$ cat config.mk
export PLATFORM = sky130hd
export DESIGN_NAME = kbc_host_if
export DESIGN_NICKNAME = d
export VERILOG_FILES = /design/src/rtl/kbc_pkg.sv /design/src/rtl/kbc_ram.sv /design/src/rtl/kbc_pulse_timer.sv /design/src/rtl/kbc_cmd_unit.sv /design/src/rtl/kbc_host_if.sv
export SDC_FILE = /design/constraint.sdc
export NUM_CORES = 1
export LEC_CHECK = 0
export CAP_MARGIN = 10
export CORE_MARGIN = 2
export CORE_UTILIZATION = 65
export CTS_CLUSTER_SIZE = 14
export DETAILED_ROUTE_END_ITERATION = 16
export GPL_TIMING_DRIVEN = 0
export PLACE_DENSITY = 0.82
export REMOVE_ABC_BUFFERS = 1
export SKIP_LAST_GASP = 1
export SYNTH_ARGS = -nofsm -noshare
export SYNTH_HDL_FRONTEND = slang
export SYNTH_SLANG_ARGS = --single-unit
$ cat constraint.sdc
create_clock -name clk -period 24.8 [get_ports clk]
set_input_delay 3.72 -clock clk [delete_from_list [all_inputs] [get_ports clk]]
set_output_delay 3.72 -clock clk [all_outputs]
set_load 0.01 [all_outputs]
$ cat src/rtl/kbc_pkg.sv
package kbc_pkg;

  localparam int unsigned BYTE_W = 8;

  typedef enum logic [1:0] {
    PEND_NONE = 2'd0,
    PEND_RAM  = 2'd1,
    PEND_OUTP = 2'd2
  } pend_e;

  // interface test: compare driven line levels with sensed levels
  function automatic logic [BYTE_W-1:0] ift_code(input logic drv_clk, input logic drv_dat,
                                                 input logic sen_clk, input logic sen_dat);
    logic [BYTE_W-1:0] code;
    if (drv_clk != sen_clk)      code = sen_clk ? 8'd2 : 8'd1;
    else if (drv_dat != sen_dat) code = sen_dat ? 8'd4 : 8'd3;
    else                         code = 8'd0;
    return code;
  endfunction

endpackage

$ cat src/rtl/kbc_ram.sv
module kbc_ram #(
  parameter int unsigned AW = 5,
  parameter int unsigned DW = 8
) (
  input  logic          clk,
  input  logic          rst_n,
  input  logic          we,
  input  logic [AW-1:0] waddr,
  input  logic [DW-1:0] wdata,
  input  logic [AW-1:0] raddr,
  output logic [DW-1:0] rdata,
  output logic [DW-1:0] byte0
);
  localparam int unsigned DEPTH = 1 << AW;

  logic [DW-1:0] mem_q [DEPTH];

  for (genvar g = 0; g < DEPTH; g++) begin : g_word
    logic wen;
    assign wen = we && (waddr == AW'(g));
    always_ff @(posedge clk or negedge rst_n) begin
      if (!rst_n)   mem_q[g] <= '0;
      else if (wen) mem_q[g] <= wdata;
    end
  end

  assign rdata = mem_q[raddr];
  assign byte0 = mem_q[0];

endmodule

$ cat src/rtl/kbc_pulse_timer.sv
module kbc_pulse_timer #(
  parameter int unsigned CYC = 1500,
  parameter int unsigned MW  = 4
) (
  input  logic          clk,
  input  logic          rst_n,
  input  logic          start,
  input  logic [MW-1:0] mask_in,
  output logic          active,
  output logic [MW-1:0] mask
);
  localparam int unsigned CW = $clog2(CYC + 1);

  logic [CW-1:0] cnt_q, cnt_d;
  logic          act_q, act_d;
  logic [MW-1:0] mask_q, mask_d;

  always_comb begin
    cnt_d  = cnt_q;
    act_d  = act_q;
    mask_d = mask_q;
    if (start) begin
      act_d  = 1'b1;
      cnt_d  = CW'(CYC - 1);
      mask_d = mask_in;
    end else if (act_q) begin
      if (cnt_q == '0) act_d = 1'b0;
      else             cnt_d = cnt_q - 1'b1;
    end
  end

  always_ff @(posedge clk or negedge rst_n) begin
    if (!rst_n) begin
      cnt_q  <= '0;
      act_q  <= 1'b0;
      mask_q <= '0;
    end else begin
      cnt_q  <= cnt_d;
      act_q  <= act_d;
      mask_q <= mask_d;
    end
  end

  assign active = act_q;
  assign mask   = mask_q;

  AST_PULSE_NO_RETRIGGER: assert property (@(posedge clk) disable iff (!rst_n)
    act_q |-> !start) else $error("pulse restarted while active");

endmodule

$ cat src/rtl/kbc_cmd_unit.sv
module kbc_cmd_unit
  import kbc_pkg::*;
#(
  parameter int unsigned AW       = 5,
  parameter logic [7:0]  OUTP_RST = 8'hC1
) (
  input  logic          clk,
  input  logic          rst_n,
  input  logic          consume,
  input  logic [7:0]    in_byte,
  input  logic          is_cmd,
  input  logic [7:0]    ram_rdata,
  input  logic [7:0]    ram0,
  input  logic [7:0]    in_port,
  input  logic          line_clk,
  input  logic          line_dat,
  output logic [AW-1:0] ram_raddr,
  output logic          ram_we,
  output logic [AW-1:0] ram_waddr,
  output logic [7:0]    ram_wdata,
  output logic          resp_valid,
  output logic [7:0]    resp_data,
  output logic [7:0]    outp,
  output logic          sysflag,
  output logic          pulse_start,
  output logic [3:0]    pulse_mask
);
  pend_e         pend_q, pend_d;
  logic [AW-1:0] paddr_q, paddr_d;
  logic [7:0]    outp_q, outp_d;
  logic          sys_q, sys_d;

  assign ram_raddr = in_byte[AW-1:0];

  always_comb begin
    pend_d      = pend_q;
    paddr_d     = paddr_q;
    outp_d      = outp_q;
    sys_d       = sys_q;
    ram_we      = 1'b0;
    ram_waddr   = paddr_q;
    ram_wdata   = in_byte;
    resp_valid  = 1'b0;
    resp_data   = '0;
    pulse_start = 1'b0;
    pulse_mask  = ~in_byte[3:0];
    if (consume) begin
      pend_d = PEND_NONE;
      if (!is_cmd) begin
        unique case (pend_q)
          PEND_RAM:  ram_we = 1'b1;
          PEND_OUTP: outp_d = in_byte;
          default: ;
        endcase
      end else begin
        casez (in_byte)
          8'b001?????: begin resp_valid = 1'b1; resp_data = ram_rdata; end
          8'b011?????: begin pend_d = PEND_RAM; paddr_d = in_byte[AW-1:0]; end
          8'hAA: begin resp_valid = 1'b1; resp_data = 8'h55; sys_d = 1'b1; end
          8'hAB: begin
            resp_valid = 1'b1;
            resp_data  = ift_code(outp_q[6], outp_q[7], line_clk, line_dat);
          end
          8'hAD: begin ram_we = 1'b1; ram_waddr = '0; ram_wdata = ram0 | 8'h10; end
          8'hAE: begin ram_we = 1'b1; ram_waddr = '0; ram_wdata = ram0 & 8'hEF; end
          8'hC0: begin resp_valid = 1'b1; resp_data = in_port; end
          8'hD0: begin resp_valid = 1'b1; resp_data = outp_q; end
          8'hD1: pend_d = PEND_OUTP;
          8'hDD: outp_d[1] = 1'b0;
          8'hDF: outp_d[1] = 1'b1;
          8'b1111????: pulse_start = (in_byte[3:0] != 4'hF);
          default: ;
        endcase
      end
    end
  end

  always_ff @(posedge clk or negedge rst_n) begin
    if (!rst_n) begin
      pend_q  <= PEND_NONE;
      paddr_q <= '0;
      outp_q  <= OUTP_RST;
      sys_q   <= 1'b0;
    end else begin
      pend_q  <= pend_d;
      paddr_q <= paddr_d;
      outp_q  <= outp_d;
      sys_q   <= sys_d;
    end
  end

  assign outp    = outp_q;
  assign sysflag = sys_q;

  AST_SYSFLAG_STICKY: assert property (@(posedge clk) disable iff (!rst_n)
    sys_q |=> sys_q) else $error("system flag dropped");
  AST_OUTP_ONLY_ON_CONSUME: assert property (@(posedge clk) disable iff (!rst_n)
    !consume |=> $stable(outp_q)) else $error("output port changed without a byte");

endmodule

$ cat src/rtl/kbc_host_if.sv
module kbc_host_if
  import kbc_pkg::*;
#(
  parameter int unsigned CLK_HZ   = 250_000_000,
  parameter int unsigned PULSE_US = 6,
  parameter int unsigned RAM_AW   = 5,
  parameter logic [7:0]  OUTP_RST = 8'hC1
) (
  input  logic       clk,
  input  logic       rst_n,
  input  logic       cs,
  input  logic       addr,
  input  logic       wr,
  input  logic       rd,
  input  logic [7:0] wdata,
  output logic [7:0] rdata,
  input  logic [7:0] in_port,
  input  logic       line_clk,
  input  logic       line_dat,
  output logic [7:0] out_port,
  output logic       irq,
  output logic       kbd_off
);
  localparam int unsigned PULSE_RAW = (CLK_HZ / 1_000_000) * PULSE_US;
  localparam int unsigned PULSE_CYC = (PULSE_RAW == 0) ? 1 : PULSE_RAW;

  // reset: asserted asynchronously, released on the clock
  logic [1:0] rst_sync_q;
  logic       rst_ni;
  always_ff @(posedge clk or negedge rst_n) begin
    if (!rst_n) rst_sync_q <= 2'b00;
    else        rst_sync_q <= {rst_sync_q[0], 1'b1};
  end
  assign rst_ni = rst_sync_q[1];

  logic       ibf_q, ibf_d, cd_q, cd_d, obf_q, obf_d;
  logic [7:0] ibuf_q, ibuf_d, obuf_q, obuf_d;
  logic       host_wr, host_rd_data, accept;

  logic [RAM_AW-1:0] ram_raddr, ram_waddr;
  logic              ram_we;
  logic [7:0]        ram_wdata, ram_rdata, ram0;
  logic              resp_valid, sysflag, pulse_start, pulse_active;
  logic [7:0]        resp_data, outp;
  logic [3:0]        pulse_mask_in, pulse_mask;

  assign host_wr      = cs && wr;
  assign host_rd_data = cs && rd && !addr;
  assign accept       = host_wr && !ibf_q && !pulse_active;

  always_comb begin
    ibf_d  = accept;
    cd_d   = accept ? addr : cd_q;
    ibuf_d = accept ? wdata : ibuf_q;
    obf_d  = obf_q;
    obuf_d = obuf_q;
    if (resp_valid) begin
      obf_d  = 1'b1;
      obuf_d = resp_data;
    end else if (host_rd_data) begin
      obf_d  = 1'b0;
    end
  end

  always_ff @(posedge clk or negedge rst_ni) begin
    if (!rst_ni) begin
      ibf_q  <= 1'b0;
      cd_q   <= 1'b0;
      ibuf_q <= '0;
      obf_q  <= 1'b0;
      obuf_q <= '0;
    end else begin
      ibf_q  <= ibf_d;
      cd_q   <= cd_d;
      ibuf_q <= ibuf_d;
      obf_q  <= obf_d;
      obuf_q <= obuf_d;
    end
  end

  kbc_ram #(.AW(RAM_AW), .DW(BYTE_W)) i_ram (
    .clk(clk), .rst_n(rst_ni), .we(ram_we), .waddr(ram_waddr), .wdata(ram_wdata),
    .raddr(ram_raddr), .rdata(ram_rdata), .byte0(ram0)
  );

  kbc_cmd_unit #(.AW(RAM_AW), .OUTP_RST(OUTP_RST)) i_cmd (
    .clk(clk), .rst_n(rst_ni), .consume(ibf_q), .in_byte(ibuf_q), .is_cmd(cd_q),
    .ram_rdata(ram_rdata), .ram0(ram0), .in_port(in_port),
    .line_clk(line_clk), .line_dat(line_dat),
    .ram_raddr(ram_raddr), .ram_we(ram_we), .ram_waddr(ram_waddr), .ram_wdata(ram_wdata),
    .resp_valid(resp_valid), .resp_data(resp_data), .outp(outp), .sysflag(sysflag),
    .pulse_start(pulse_start), .pulse_mask(pulse_mask_in)
  );

  kbc_pulse_timer #(.CYC(PULSE_CYC), .MW(4)) i_pulse (
    .clk(clk), .rst_n(rst_ni), .start(pulse_start), .mask_in(pulse_mask_in),
    .active(pulse_active), .mask(pulse_mask)
  );

  assign out_port = outp & ~{4'b0000, (pulse_active ? pulse_mask : 4'b0000)};
  assign rdata    = addr ? {3'b000, ~ram0[4], cd_q, sysflag, ibf_q, obf_q} : obuf_q;
  assign irq      = obf_q && ram0[0];
  assign kbd_off  = ram0[4];

  AST_IBF_ONE_CYCLE: assert property (@(posedge clk) disable iff (!rst_ni)
    ibf_q |=> !ibf_q) else $error("input byte not consumed");
  AST_NO_WRITE_IN_PULSE: assert property (@(posedge clk) disable iff (!rst_ni)
    (host_wr && pulse_active) |=> !ibf_q) else $error("write taken during pulse");
  AST_OBF_CLEARED_BY_READ: assert property (@(posedge clk) disable iff (!rst_ni)
    (host_rd_data && !resp_valid) |=> !obf_q) else $error("read left buffer full");
  AST_PORT_FROZEN_IN_PULSE: assert property (@(posedge clk) disable iff (!rst_ni)
    (pulse_active && $past(pulse_active)) |-> $stable(out_port)) else $error("port moved mid-pulse");

endmodule

# --- Yosys cells after proc, flatten, opt, wreduce, memory -nomap -nowiden ---
# Index checks and enable logic that the tools add are counted.
op_classes:
  n_addsub: 1
  mul: 0
  n_div: 0
  order_cmp: 1
  eq_ne: 50
  shift: 0
  muxes: 41
  bitwise_logic: 6
  reduce_logical: 53
ops:
  columns: ["cell", "count"]
  rows:
  - ["$eq 5x5->1 const B", 16]
  - ["$eq 8x8->1 const B", 9]
  - ["$mux 8", 9]
  - ["$bmux 8 s5", 1]
  - ["$eq 5x4->1 const B", 8]
  - ["$pmux 8 s5", 1]
  - ["$logic_and 1x1->1", 38]
  - ["$mux 11", 3]
  - ["$eq 5x3->1 const B", 4]
  - ["$mux 1", 16]
  - ["$pmux 8 s2", 1]
  - ["$mux 5", 3]
  - ["$reduce_and 3->1", 4]
  - ["$logic_not 11->1", 1]
  - ["$sub 11x1->11 const B", 1]
  - ["$eq 5x2->1 const B", 2]
  - ["$and 8x8->8", 1]
  - ["$not 4->8", 1]
  - ["$ge 6x6->1 const B", 1]
  - ["$mux 2", 3]
  - ["$not 5->6", 1]
  - ["$reduce_bool 2->1", 3]
  - ["$eq 5x1->1 const B", 1]
  - ["$logic_not 5->1", 1]
  - ["19 further kinds", 23]
totals:
  ff_bits: 309
  latch_bits: 0
  ramBits: 0
  rom_bits: 0
  input_bits: 24
  output_inout_bits: 18
  wordCells: 198
  memories: 0

# --- Longest topological paths before layout ---
depth:
  depth_word: 7
  ltp_mapped: 8
  mapped_depth_nobuf: 7

# --- Modules after synthesis ---
# From an unflattened synthesis, not the netlist that was laid out.
hier_totals:
  hier_cells: 972
  area_unflattened_um2: 14710.4
by_module_without_submodules:
  columns: ["module", "n_inst", "cells_each", "area_per_inst_um2", "seq_area_each_um2"]
  rows:
  - ["kbc_ram", 1, 707, 11733.8, 6406.1]
  - ["kbc_cmd_unit", 1, 133, 1258.7, 404.1]
  - ["kbc_host_if", 1, 60, 884.6, 525.5]
  - ["kbc_pulse_timer", 1, 72, 833.3, 400.4]

# --- Worst setup path after synthesis ---
# No wires, ideal clock.
synth_path:
  path_kind: "input to output"
  start: "input port addr"
  end: "output port rdata[0]"
  arrival_ps: 4402
  required_ps: 21080
  setup_slack_ps: 16678
  cell_stages: 2
  path_buffers: 1
  path_cell_list: "clkbuf_1 > mux2_2"
synth_between:
  elab_chain_cells: 1
synth_lines:
  columns: ["item", "line_no", "source"]
  rows:
  - ["start: declaration", "kbc_host_if.sv:12", "input logic addr,"]
  - ["$mux 8", "kbc_host_if.sv:101", "assign rdata = addr ? {3'b000, ~ram0[4], cd_q, sysflag, ibf_q, obf_q} : obuf_q;"]
  - ["end: declaration", "kbc_host_if.sv:16", "output logic [7:0] rdata,"]
# No other way between the ends.

# --- Final worst setup path ---
layout_path:
  start: "input port addr"
  end: "output port rdata[4]"
# The elaborated chain is that of the path after synthesis.

==> impl_results.md <==
* Syn Inst Count at 1288
* HPWL after DPL at 23240 um
* Status: complete, no violations
* Gr ovfl total at 0
* Crit path time final at 9126 ps
* CTS resizes at 0
* Final worst setup slack at 15670 ps
* Critical path type: in2out
* Port Buf Inserts at 41
* Number of global-route vias before repair at 10390
* Place WS at 15740 ps
* Share of layout cells above drive strength 1 at 17.02%
* Max Root-Sink Buffers at 3
* Synth Cell Area at 14050 um2
* Post-CTS setup buffer count at 0
* CP peak stage delay at 750 ps
* Gp weighted congestion at 0.8613
* RSZ-0062 raised after global routing: no
* Slowest CP cell: clkdlybuf4s50_1
* Synthesized flop and latch total at 309
* Main synth FF type: dfrtp_1
* Synth top area share at 54.48%
* Initial antenna violation count at 1
* Row cnt at 53
* Sink Count at 309
* Antenna diode count at 0
* Dpl cells at 1526
* Worst vdd ir at 0.05706 mV
* Top-count cell post-synth: dfrtp_1
* First-pass GRT wire length at 56660 um
* Share of synthesized registers carrying an async set or reset at 100.0%
* Cell Chain, Critical Path: clkdlybuf4s50_1 > mux2i_1 > clkdlybuf4s50_1
* Max_cap viols at 0
* Die Wd at 151.0 um
* CP Capture Type: primary output
* Clk Latency, worst-skew pair at 520 ps
* WL/cell at 22.56 um
* Highest clock rate at 109.6 MHz
* Final #Nets at 1314
* Top cells by area, synth: dfrtp_1, mux4_2, o21ai_0
* Arr. time, crit path at 5410 ps
* DRT Pass-1 Iters at 5
* CTS tree: built
* CTS clk-pin slew, worst paths at 50 ps
* Synth cell count leaders: dfrtp_1, nand2_1, o21ai_0
* Total CTS buffers at 34
* DRT iter0 DRCs at 1042
* Avg Vias per Cell at 6.579
* Starting Density at 66.44%
* Cell mode on critical path: clkdlybuf4s50_1
* Area of the die at 22810 um2
* Post-Route WL at 35770 um
* Number of top-level pins at 42
* CTS H-tree lvls at 2
* Leak at 0.006894 uW
* Synth Area per Inst at 10.91 um2
* Critical path peak fanout at 10
* Fin cells at 1585
* Seq/Total Area, Yosys at 55.04%
* Actual slew at the worst max-slew pin at 1170 ps
* DRC viols at 0
* Period utilization at 36.80%
* Die Height at 151.0 um
* Total global-route track usage at 32.81%
* Post-synth cell types at 63
* Clock skew at 21.74 ps
* Max_slew headroom at 21.77%
* Post-synth top area cell: dfrtp_1
* DRT antenna net count at 0
* Post-synth EDFFs at 0
* Hold Fails Final Rpt at 0
* CP Launch Type: input port
* Power per cell area at 68.97 nW/um2
* Crit path required time at 21080 ps
* Final core occ at 75.74%
* Hold-fix buffers, CTS at 0
* Largest net degree at the start of global routing at 75
* # setup viols final at 0
* Core outline area at 21150 um2
* Via Count at 10430
* Syn-to-layout area delta at 14.00%
* Final slew viol count at 0
* Hold Crit Class: reg2async
* Setup_tns at 0 ps
* Synth warn at 0
* Number of fill cells at 1321
* Clock root cell: clkbuf_16
[per-stage QoR]
stage	hold slack, ps	area (um2)	power, uW
6_report	317.5	16020	1105
5_1_grt	370.9	16020	1138
4_1_cts	346.2	16020	1108
3_5_place_dp	332.5	14870	594.6
3_3_place_gp	336.6	14360	587.5
2_1_floorplan	331.2	13600	563.1
[cells by family after synthesis]
family,after synthesis,share of synthesized area [%]
XOR/XNOR,10,0.6232
multiplexers,138,14.78
AND/OR/NAND/NOR,384,12.51
other,1,0.02668
buffers and inverters,110,3.445
AO/OA/AOI/OAI,334,13.40
adder cells (fa/ha/maj),2,0.1780
flip-flops,309,55.04
[worst max-delay path: cells and delay by family]
family	cells	cell delay [ps]
mux	1	340
buf+inv	2	1340
[path summary, 6_finish.rpt]
| path | startpoint | to | slack, ps | cells after the start |
|---|---|---|---|---|
| min in group clk | rst_sync_q[0] | rst_sync_q[1] | 350 | 0 |
| worst min register to register | rst_sync_q[1] | i_ram.mem_q[195] | 320 | 0 |
| worst max register to register | ibuf_q[1] | i_ram.mem_q[80] | 21320 | 8 |
| worst max-delay path | addr | rdata[4] | 15670 | 3 |
| worst min-delay path | rst_sync_q[1] | i_ram.mem_q[195] | 320 | 0 |
| max in group asynchronous | rst_n | rst_sync_q[1] | 21300 | 1 |
[metal layers]
| layer | part of all wire (%) | global-route usage (%) | up-vias |
|---|---|---|---|
| met5 | 0 | 0 | - |
| met4 | 4.7 | 14.53 | 0 |
| met3 | 8.4 | 7.289 | 139 |
| met2 | 47 | 51.50 | 493 |
| met1 | 40 | 44.65 | 5208 |
| li1 | - | - | 4588 |
[state kept, by name (all words and copies together), names as in the netlist, 2 cells and up]
name           flops
i_ram.mem_q      248
ibuf_q             8
obuf_q             8
i_cmd.paddr_q      5
rst_sync_q         2
i_cmd.pend_q       2
i_pulse.mask       4
i_ram.byte0        8
i_pulse.cnt_q     11
i_cmd.outp         8
[layout make-up]
cell class / instances / area (um2) / share of cell area, %
repair buffers: 66 / 808.3 / 5.044
flip-flops and latches: 309 / 7746 / 48.34
well taps: 275 / 344.1 / 2.147
clock inverters: 12 / 181.4 / 1.132
inverters: 8 / 30.03 / 0.1874
clock buffers: 46 / 965.9 / 6.028
multi-input cells: 869 / 5947 / 37.12
[power breakdown]
part           total (uW)  internal, uW  switching, uW
Sequential            524           509           14.8
Clock                 518           315            203
Combinational        63.2          24.6           38.6
[layout by cell type, fill, tap and decap left out, drive strengths merged, types with 3 or more instances in the layout]
master         Yosys  routed
a21boi             4       4
a21o               3       3
a21oi             74      74
a221o              4       4
a221oi             8       8
a22oi             10      10
a31oi              3       3
and2               5       5
buf               40      24
bufinv             0       4
clkbuf            62      47
clkdlybuf4s50      0      41
clkinv             1       6
dfrtp            306     306
dfstp              3       3
inv                7       9
mux2              56      56
mux2i             32      32
mux4              50      50
nand2            205     205
nand2b             9       9
nand3              5       5
nand3b             4       4
nand4             22      22
nor2              80      80
nor2b             15      15
nor3               5       5
nor4              11      11
o211ai             4       4
o21a               3       3
o21ai            191     191
o221ai            13      13
o22ai              5       5
or2                4       4
or3                4       4
or4                4       4
xor2               9       9
Power figures use the tool's default switching activity.
